**config.mk**
```make
export PLATFORM = sky130hd
export DESIGN_NAME = clksrc_ctrl
export DESIGN_NICKNAME = d
export VERILOG_FILES = /design/src/rtl/clksrc_pkg.sv /design/src/rtl/clksrc_regs.sv /design/src/rtl/clksrc_stab.sv /design/src/rtl/clksrc_subwait.sv /design/src/rtl/clksrc_switch.sv /design/src/rtl/clksrc_ctrl.sv
export SDC_FILE = /design/constraint.sdc
export NUM_CORES = 1
export LEC_CHECK = 0
export BUFFER_PORTS_ARGS = -buffer_cell sky130_fd_sc_hd__clkbuf_2
export CORE_MARGIN = 1.5
export CORE_UTILIZATION = 50
export CTS_BUF_LIST = sky130_fd_sc_hd__clkbuf_2 sky130_fd_sc_hd__clkbuf_4 sky130_fd_sc_hd__clkbuf_8
export DETAILED_ROUTE_END_ITERATION = 16
export MAX_ROUTING_LAYER = met4
export PLACE_DENSITY = 0.73
export SYNTH_ARGS = -nofsm -noshare
export SYNTH_HDL_FRONTEND = slang
export SYNTH_HIERARCHICAL = 1
export SYNTH_SLANG_ARGS = --single-unit
```
**constraint.sdc**
```tcl
create_clock -name clk -period 2 [get_ports clk]
set_input_delay 0.3 -clock clk [delete_from_list [all_inputs] [get_ports clk]]
set_output_delay 0.3 -clock clk [all_outputs]
set_load 0.01 [all_outputs]
```
**src/rtl/clksrc_pkg.sv**
```systemverilog
package clksrc_pkg;
  typedef enum logic [1:0] {
    SRC_INT  = 2'b00,
    SRC_MAIN = 2'b01,
    SRC_SUB  = 2'b10
  } src_e;

  typedef struct packed {
    logic [1:0] sub_drive;
    logic       sub_osc;
    logic       sub_ext;
    logic       rsv;
    logic       main_hi;
    logic       main_osc;
    logic       main_ext;
  } mode_t;

  localparam logic [2:0] A_MODE = 3'd0;
  localparam logic [2:0] A_STOP = 3'd1;
  localparam logic [2:0] A_WSEL = 3'd2;
  localparam logic [2:0] A_STAT = 3'd3;
  localparam logic [2:0] A_SEL  = 3'd4;
endpackage

```
**src/rtl/clksrc_regs.sv**
```systemverilog
module clksrc_regs
  import clksrc_pkg::*;
#(
  parameter int NSEL   = 4,
  parameter int WSEL_W = (NSEL > 1) ? $clog2(NSEL) : 1
) (
  input  logic              clk,
  input  logic              rst_n,
  input  logic              wr_en,
  input  logic [2:0]        addr,
  input  logic [7:0]        wdata,
  output mode_t             mode,
  output logic              main_stop,
  output logic              sub_stop,
  output logic [WSEL_W-1:0] wsel,
  output logic              req_main,
  output logic              req_sub
);
  logic              mode_done_q, mode_done_d;
  mode_t             mode_q, mode_d;
  logic              mstop_q, mstop_d, sstop_q, sstop_d;
  logic [WSEL_W-1:0] wsel_q, wsel_d;
  logic              rm_q, rm_d, rs_q, rs_d;
  logic              mode_we;

  assign mode_we = wr_en && (addr == A_MODE) && !mode_done_q;

  always_comb begin
    mode_d      = mode_q;
    mode_done_d = mode_done_q;
    mstop_d     = mstop_q;
    sstop_d     = sstop_q;
    wsel_d      = wsel_q;
    rm_d        = rm_q;
    rs_d        = rs_q;
    if (mode_we) begin
      mode_d      = mode_t'(wdata);
      mode_done_d = 1'b1;
    end
    if (wr_en && addr == A_STOP) begin
      mstop_d = wdata[0];
      sstop_d = wdata[1];
    end
    if (wr_en && addr == A_WSEL) begin
      if (int'(wdata[WSEL_W-1:0]) >= NSEL) wsel_d = WSEL_W'(NSEL - 1);
      else                                 wsel_d = wdata[WSEL_W-1:0];
    end
    if (wr_en && addr == A_SEL) begin
      rm_d = wdata[0];
      rs_d = wdata[1];
    end
  end

  always_ff @(posedge clk or negedge rst_n) begin
    if (!rst_n) begin
      mode_q      <= '0;
      mode_done_q <= 1'b0;
      mstop_q     <= 1'b1;
      sstop_q     <= 1'b1;
      wsel_q      <= '0;
      rm_q        <= 1'b0;
      rs_q        <= 1'b0;
    end else begin
      mode_q      <= mode_d;
      mode_done_q <= mode_done_d;
      mstop_q     <= mstop_d;
      sstop_q     <= sstop_d;
      wsel_q      <= wsel_d;
      rm_q        <= rm_d;
      rs_q        <= rs_d;
    end
  end

  assign mode      = mode_q;
  assign main_stop = mstop_q;
  assign sub_stop  = sstop_q;
  assign wsel      = wsel_q;
  assign req_main  = rm_q;
  assign req_sub   = rs_q;

  assert_mode_once_R2: assert property (@(posedge clk) disable iff (!rst_n)
    (mode_done_q && wr_en && addr == A_MODE) |=> $stable(mode_q));
endmodule

```
**src/rtl/clksrc_stab.sv**
```systemverilog
module clksrc_stab #(
  parameter int NSEL     = 4,
  parameter int BASE_LOG = 2,
  localparam int CW      = BASE_LOG + NSEL,
  localparam int MAXC    = 1 << (BASE_LOG + NSEL - 1)
) (
  input  logic            clk,
  input  logic            rst_n,
  input  logic            osc_en,
  input  logic            tick,
  output logic [NSEL-1:0] stat
);
  logic [CW-1:0] cnt_q, cnt_d;

  always_comb begin
    cnt_d = cnt_q;
    if (!osc_en)                             cnt_d = '0;
    else if (tick && (cnt_q < CW'(MAXC)))    cnt_d = cnt_q + CW'(1);
  end

  always_ff @(posedge clk or negedge rst_n) begin
    if (!rst_n) cnt_q <= '0;
    else        cnt_q <= cnt_d;
  end

  for (genvar i = 0; i < NSEL; i++) begin : g_thr
    assign stat[i] = (cnt_q >= CW'(1 << (BASE_LOG + i)));
  end

  assert_thermo_R6: assert property (@(posedge clk) disable iff (!rst_n)
    ((stat + NSEL'(1)) & stat) == '0);
  assert_clear_R6: assert property (@(posedge clk) disable iff (!rst_n)
    !osc_en |=> (stat == '0));
endmodule

```
**src/rtl/clksrc_subwait.sv**
```systemverilog
module clksrc_subwait #(
  parameter int SUB_WAIT = 8,
  localparam int SW      = $clog2(SUB_WAIT + 1)
) (
  input  logic clk,
  input  logic rst_n,
  input  logic osc_en,
  input  logic tick,
  output logic done
);
  logic [SW-1:0] cnt_q, cnt_d;

  always_comb begin
    cnt_d = cnt_q;
    if (!osc_en)                                 cnt_d = '0;
    else if (tick && (cnt_q < SW'(SUB_WAIT)))    cnt_d = cnt_q + SW'(1);
  end

  always_ff @(posedge clk or negedge rst_n) begin
    if (!rst_n) cnt_q <= '0;
    else        cnt_q <= cnt_d;
  end

  assign done = (cnt_q == SW'(SUB_WAIT));

  assert_sub_clear_R9: assert property (@(posedge clk) disable iff (!rst_n)
    !osc_en |=> !done);
endmodule

```
**src/rtl/clksrc_switch.sv**
```systemverilog
module clksrc_switch
  import clksrc_pkg::*;
(
  input  logic       clk,
  input  logic       rst_n,
  input  logic       req_main,
  input  logic       req_sub,
  input  logic       main_ready,
  input  logic       sub_ready,
  output logic [1:0] sel
);
  src_e sel_q, sel_d;

  always_comb begin
    sel_d = sel_q;
    if (req_main) begin
      if (main_ready) sel_d = SRC_MAIN;
    end else if (req_sub) begin
      if (sub_ready) sel_d = SRC_SUB;
    end else begin
      sel_d = SRC_INT;
    end
  end

  always_ff @(posedge clk or negedge rst_n) begin
    if (!rst_n) sel_q <= SRC_INT;
    else        sel_q <= sel_d;
  end

  assign sel = sel_q;

  assert_main_gated_R7: assert property (@(posedge clk) disable iff (!rst_n)
    (sel_q == SRC_MAIN && $past(sel_q) != SRC_MAIN) |-> $past(main_ready && req_main));
  assert_sub_gated_R9: assert property (@(posedge clk) disable iff (!rst_n)
    (sel_q == SRC_SUB && $past(sel_q) != SRC_SUB) |-> $past(sub_ready && req_sub));
  assert_idle_int_R10: assert property (@(posedge clk) disable iff (!rst_n)
    (!req_main && !req_sub) |=> (sel_q == SRC_INT));
endmodule

```
**src/rtl/clksrc_ctrl.sv**
```systemverilog
module clksrc_ctrl
  import clksrc_pkg::*;
#(
  parameter int NSEL     = 4,
  parameter int BASE_LOG = 2,
  parameter int SUB_WAIT = 8,
  localparam int WSEL_W  = (NSEL > 1) ? $clog2(NSEL) : 1
) (
  input  logic       clk,
  input  logic       rst_n,
  input  logic       wr_en,
  input  logic [2:0] addr,
  input  logic [7:0] wdata,
  output logic [7:0] rdata,
  input  logic       main_osc_tick,
  input  logic       sub_osc_tick,
  output logic       main_osc_en,
  output logic       main_ext_clk,
  output logic       main_hi_gain,
  output logic       sub_osc_en,
  output logic       sub_ext_clk,
  output logic [1:0] sub_drive,
  output logic [1:0] clk_sel
);
  mode_t             mode;
  logic              main_stop, sub_stop, req_main, req_sub;
  logic [WSEL_W-1:0] wsel;
  logic [NSEL-1:0]   stat;
  logic              sub_done, main_ready, sub_ready;

  clksrc_regs #(.NSEL(NSEL)) u_regs (
    .clk(clk), .rst_n(rst_n), .wr_en(wr_en), .addr(addr), .wdata(wdata),
    .mode(mode), .main_stop(main_stop), .sub_stop(sub_stop), .wsel(wsel),
    .req_main(req_main), .req_sub(req_sub)
  );

  assign main_osc_en  = mode.main_osc && !main_stop;
  assign sub_osc_en   = mode.sub_osc && !sub_stop;
  assign main_ext_clk = mode.main_ext;
  assign sub_ext_clk  = mode.sub_ext;
  assign main_hi_gain = mode.main_hi && !mode.main_ext;
  assign sub_drive    = mode.sub_ext ? 2'b00 : mode.sub_drive;

  clksrc_stab #(.NSEL(NSEL), .BASE_LOG(BASE_LOG)) u_stab (
    .clk(clk), .rst_n(rst_n), .osc_en(main_osc_en), .tick(main_osc_tick),
    .stat(stat)
  );

  clksrc_subwait #(.SUB_WAIT(SUB_WAIT)) u_subw (
    .clk(clk), .rst_n(rst_n), .osc_en(sub_osc_en), .tick(sub_osc_tick),
    .done(sub_done)
  );

  assign main_ready = main_osc_en && (mode.main_ext || stat[wsel]);
  assign sub_ready  = sub_osc_en && (mode.sub_ext || sub_done);

  clksrc_switch u_sw (
    .clk(clk), .rst_n(rst_n), .req_main(req_main), .req_sub(req_sub),
    .main_ready(main_ready), .sub_ready(sub_ready), .sel(clk_sel)
  );

  always_comb begin
    case (addr)
      A_MODE:  rdata = mode;
      A_STOP:  rdata = {6'b0, sub_stop, main_stop};
      A_WSEL:  rdata = 8'(wsel);
      A_STAT:  rdata = 8'(stat);
      A_SEL:   rdata = {2'b0, clk_sel, 2'b0, req_sub, req_main};
      default: rdata = 8'h00;
    endcase
  end

  assert_gain_ext_R3: assert property (@(posedge clk) disable iff (!rst_n)
    main_ext_clk |-> !main_hi_gain);
  assert_drive_ext_R4: assert property (@(posedge clk) disable iff (!rst_n)
    sub_ext_clk |-> (sub_drive == 2'b00));
endmodule

```
==> metrics.txt, run 1 <==
startpoint types=flip-flop; syn nets=153; crit-path max FO=2; fillers=241; number of cells after detailed placement=198; # port buffers=32; final WL=2988 µm; vias in the first global route=1,151; Synth Cell Area=1506 µm²; via count=1,161; Area growth syn-to-layout=20.18%; Starting DRT DRC Count=45; first-pass GRT wire length=5064 µm; Post-synth EDFFs=0; Lkg Pwr=0.8561 nW; skew final=0.004597 ns; Final Cycle Share=118.2%; Worst-Margin Slew=0.6599 ns; global route total overflow=0; Crit Path Class=reg -> out; Max-Cap Viols=0; Critical Path Start=u_stab/cnt_q[4]; Critical Path AT=2.06 ns; Core Region=2805 µm²; main area contributors after synthesis=dfrtp_1 (42%), mux2_2 (10%), dfstp_2 (3.5%), ha_1 (3.3%), mux2i_1 (3.3%); Min-Delay Path Class=in -> reg; Worst-Skew Late Latency=0.32 ns; CTS tree=built; largest net degree at the start of global routing=28; Final setup viols=2; pre-CTS WS=0.02650 ns; CTS H-tree depth=1; Final WS setup=-0.3634 ns; DR WL/cell=14.58 µm; clock buffer count from CTS=3; post-layout min period=2.363 ns; total power=1.535 mW; die height=57.89 µm; asr flop ratio synth=100.0%; drt drc=2; Synthesis Warnings=6; WHS=0.2002 ns; predominant post-synthesis flop cell=dfrtp_1; post-synth top area share=41.53%; Register Area=678.2 µm²; Pins Over Slew Limit=0; fmax=0.4231 GHz; Final Hold Fails=0; GRT Overall Usage=20.10%; Post-Synthesis Cells=133; Seq cells post-synth=27; largest area contributor in the netlist=dfrtp_1; post-synth cell types=37; status=complete, but fails checks; post-route ant nets=0; global placement routability congestion=0.8331; worst r2r src=u_stab/cnt_q[4]; Initial Util=53.70%; Root Buffer=clkbuf_4; Max VDD drop=0.6797 mV; reg2reg setup slack=0.03 ns; Max-slew headroom=56.00%; drt pass-1 iters=10; Ports=33; multi-input logic area=807.0 µm²; RSZ-0062 raised after global routing=true; violated checks=design-rule violations, negative setup slack; Diodes inserted=0; Hold Crit Start=wdata[7]; layout cells sized above 1=43.10%; CP endpoint kind=primary output; Placement Cell Area=1735 µm²; Layout Nets=195; Post-DP HPWL=2237 µm; syn avg cell area=11.33 µm²; Final Instance Area=1810 µm²; most frequent cell after synthesis=dfrtp_1; die width=57.89 µm; final cell count without fillers=205; initial antenna violation count=0; num rows=19; clk slew on worst S/H paths=0.14 ns; die area=3351 µm²; Critical Path RT=1.70 ns; CTS max path bufs=2; most instantiated cells after synthesis=dfrtp_1 (25), mux2_2 (14), nand2_1 (9); Sink Count=27; power per cell area=847.8 nW/µm²; sequential share of the synthesized area=45.02%; DR vias/cell=5.663
[critical path: stages, from the launching register on]
cell     delay, ns
dfrtp_1       0.40
or3_4         0.39
or2_4         0.24
mux4_2        0.47
inv_2         0.07
o21ai_2       0.04
buf_2         0.14
[repair_timing]
item	in CTS	in global routing
setup buffers	1	2
hold buffers	1	0
pin swaps	2	3
endpoints found under the setup margin	2	3
gates resized for setup	2	7
hold endpoints to repair	25	0
[registers in the layout (all words and copies together), names as in the netlist]
register and flops:
u_stab/cnt_q 6, u_regs/mode_done_q 1, u_regs/mode 8, u_regs/main_stop 1, u_regs/req_sub 1, u_regs/wsel 2, u_sw/sel 2, u_regs/sub_stop 1
u_regs/req_main 1, u_subw/cnt_q 4
[stage by stage]
stage                     setup TNS (ns)  utilization, %
after detailed placement               0           61.86
after floorplan                        0               -
after global placement                 0           61.86
final                            -0.6280           64.54
after global routing             -0.8428           64.54
after CTS                        -0.4936           63.56
[cell families after synthesis]
| family | synth area share [%] |
|---|---|
| buffers and inverters | 2.658 |
| and+or+nand+nor | 22.26 |
| xor gates and xnor gates | 2.325 |
| muxes | 17.52 |
| AOI/OAI and AO/OA | 6.894 |
| DFF | 45.02 |
| adders and majority gates | 3.322 |
[placed cells by master, fill, tap and decap left out, types with 2 or more instances in the layout]
master / instances
a21oi_1: 2
and2_1: 4
buf_2: 2
buf_4: 7
clkbuf_2: 30
clkbuf_4: 4
dfrtp_1: 25
dfstp_2: 2
ha_1: 4
inv_1: 5
mux2_2: 14
mux2i_1: 5
mux4_2: 2
nand2_1: 9
nand3_1: 3
nand3b_1: 2
nand4_1: 2
nor2_1: 4
nor2b_1: 8
nor3_1: 3
nor3b_1: 3
nor4b_1: 2
o21a_1: 4
o21ai_1: 2
or2_2: 2
xnor2_1: 4
[area by class of cell]
class / instances / share of cell area [%]
multi-input cells: 96 / 44.57
flip-flops and latches: 27 / 37.46
repair buffers: 41 / 12.92
well taps: 31 / 2.142
clock buffers: 4 / 1.659
inverters: 6 / 1.244
[final timing paths]
check / endpoint / depth (start not counted)
max in group asynchronous: u_regs/wsel[0] / 2
hold reg to reg: u_regs/mode[3] / 1
setup / recovery: rdata[0] / 6
hold / removal: u_regs/mode[7] / 2
setup reg to reg: u_sw/sel[1] / 7
min in group asynchronous: u_subw/cnt_q[3] / 2
[layer usage]
metal	vias to the layer above	track usage [%]	part of all wire [%]
met5	-	-	0
met4	0	5.648	1.1
met3	4	4.688	4.4
met2	34	32.95	51
met1	569	24.96	44
li1	554	-	-
[where the power goes]
group | total (mW) | switching, mW | internal [mW]
Clock | 0.242 | 0.150 | 0.0916
Combinational | 0.496 | 0.230 | 0.266
Sequential | 0.797 | 0.119 | 0.678
(Power assumes the default switching activity.)
==> inputs of run 2 (changes only) <==
--- a/config.mk
+++ b/config.mk
@@ -6,7 +6,6 @@
 export NUM_CORES = 1
 export LEC_CHECK = 0
 export BUFFER_PORTS_ARGS = -buffer_cell sky130_fd_sc_hd__clkbuf_2
-export CORE_MARGIN = 1.5
 export CORE_UTILIZATION = 50
 export CTS_BUF_LIST = sky130_fd_sc_hd__clkbuf_2 sky130_fd_sc_hd__clkbuf_4 sky130_fd_sc_hd__clkbuf_8
 export DETAILED_ROUTE_END_ITERATION = 16
==> metrics.txt, run 2 (synthesized netlist as in run 1, its figures left out) <==
die width=56.89 µm; CTS tree=built; Sw Ratio=33.30%; clock buffer count from CTS=3; crit-path max FO=2; Initial Util=53.70%; via count=1,146; clock share of power=15.5%; violated checks=design-rule violations, negative setup slack; post-layout min period=2.360 ns; # port buffers=32; num rows=19; WP buf/inv=2; Area growth syn-to-layout=19.19%; DR vias/cell=5.618; Post-DP HPWL=2210 µm; Final Instance Area=1795 µm²; Logic pwr share=32.3%; Worst-Margin Slew=0.6633 ns; crit-path cells=or3_4, or2_4, mux4_2, inv_1, o21ai_1, clkbuf_2; status=complete, but fails checks; post-route ant nets=0; DR WL/cell=14.58 µm; layout cells sized above 1=41.62%; Placement Cell Area=1735 µm²; Diodes inserted=0; global route total overflow=0; Root Buffer=clkbuf_4; first-pass GRT wire length=4912 µm; cell-internal power=1.019 mW; startpoint types=flip-flop; Max VDD drop=0.4896 mV; Core Region=2805 µm²; Final WS setup=-0.3600 ns; CP peak stage delay=0.46 ns; Ports=33; Worst-Skew Late Latency=0.32 ns; Critical Path AT=2.06 ns; Max-slew headroom=55.78%; most common cell after layout, fill and taps aside=clkbuf_2; die area=3236 µm²; Max-Cap Viols=0; initial antenna violation count=0; delay-heaviest family, CP=simple AND/OR/NAND/NOR gates; Reg power frac=52.2%; slowest CP cell=mux4_2; fmax=0.4237 GHz; pre-CTS WS=-0.01002 ns; RSZ-0062 raised after global routing=true; P_sw=508.7 µW; fillers=224; Sink Count=27; Crit Path Class=reg -> out; drt drc=4; CTS max path bufs=2; skew final=0.01077 ns; CP endpoint kind=primary output; vias in the first global route=1,099; Pins Over Slew Limit=0; global placement routability congestion=0.8542; drt pass-1 iters=10; Largest register FFs=8; GRT Overall Usage=20.07%; Final setup viols=3; die height=56.89 µm; CTS H-tree depth=1; most frequent cells in the layout=clkbuf_2 (31), dfrtp_1 (25), mux2_2 (14), nand2_1 (9), nor2b_1 (8); clk slew on worst S/H paths=0.15 ns; Final Cycle Share=118.0%; Setup TNS Final=-0.5262 ns; largest net degree at the start of global routing=28; Min-Delay Path Class=in -> reg; final WL=2974 µm; Critical Path RT=1.70 ns; power per cell area=850.9 nW/µm²; Starting DRT DRC Count=27; Lkg Pwr=0.8445 nW; Final Hold Fails=0; Layout Nets=194
==> run 2: per-stage QoR <==
stage / hold WS (ns) / power, mW / util [%] / cells
floorplan: 0.004409 / 1.099 / - / 133
global placement: 0.3511 / 1.268 / 61.86 / 198
detailed placement: 0.3655 / 1.290 / 61.86 / 198
CTS: 0.1976 / 1.540 / 63.83 / 204
global route: 0.1906 / 1.622 / 64.01 / 204
finish: 0.2040 / 1.528 / 64.01 / 204
==> run 2: worst paths after layout <==
check	start	end	slack (ns)	cells after the start
setup / recovery	u_stab/cnt_q[3]	rdata[0]	-0.36	6
hold / removal	wdata[5]	u_regs/mode[5]	0.20	2
setup reg to reg	u_stab/cnt_q[3]	u_sw/sel[0]	-0.02	6
hold reg to reg	u_regs/mode[6]	u_regs/mode[6]	0.54	1
max in group asynchronous	rst_n	u_regs/mode[6]	1.05	2
min in group asynchronous	rst_n	u_subw/cnt_q[2]	0.52	2
==> run 2: power groups by stage <==
stage	registers, mW	logic (mW)	clock network (mW)
2_1_floorplan	0.788	0.311	0
3_5_place_dp	0.807	0.482	0
5_1_grt	0.820	0.538	0.264
6_report	0.797	0.494	0.237
4_1_cts	0.798	0.498	0.243
3_3_place_gp	0.800	0.468	0
==> run 2: repair_timing <==
item	4_1_cts	5_1_grt
setup endpoints to repair	3	4
hold endpoints to repair	16	0
hold buffers	1	0
cloned	0	0
pin swaps	4	1
gates resized for setup	3	2
setup buffers	1	0
==> run 2: per-layer routing <==
layer / routed length [µm] / track usage (%)
met1: 1365 / 26.24
met2: 1468 / 33.95
met3: 124 / 2.074
met4: 16 / 4.181
met5: 0 / -
==> run 2: final cells by class <==
class                      instances  area, µm²  area share (%)
multi-input combinational         96      803.3           44.74
sequential                        27      678.2           37.77
timing repair buffer              40      222.7           12.40
tap                               31      38.79           2.160
clock buffer                       3      22.52           1.254
inverter                           6      22.52           1.254
clock inverter                     1      7.507          0.4181
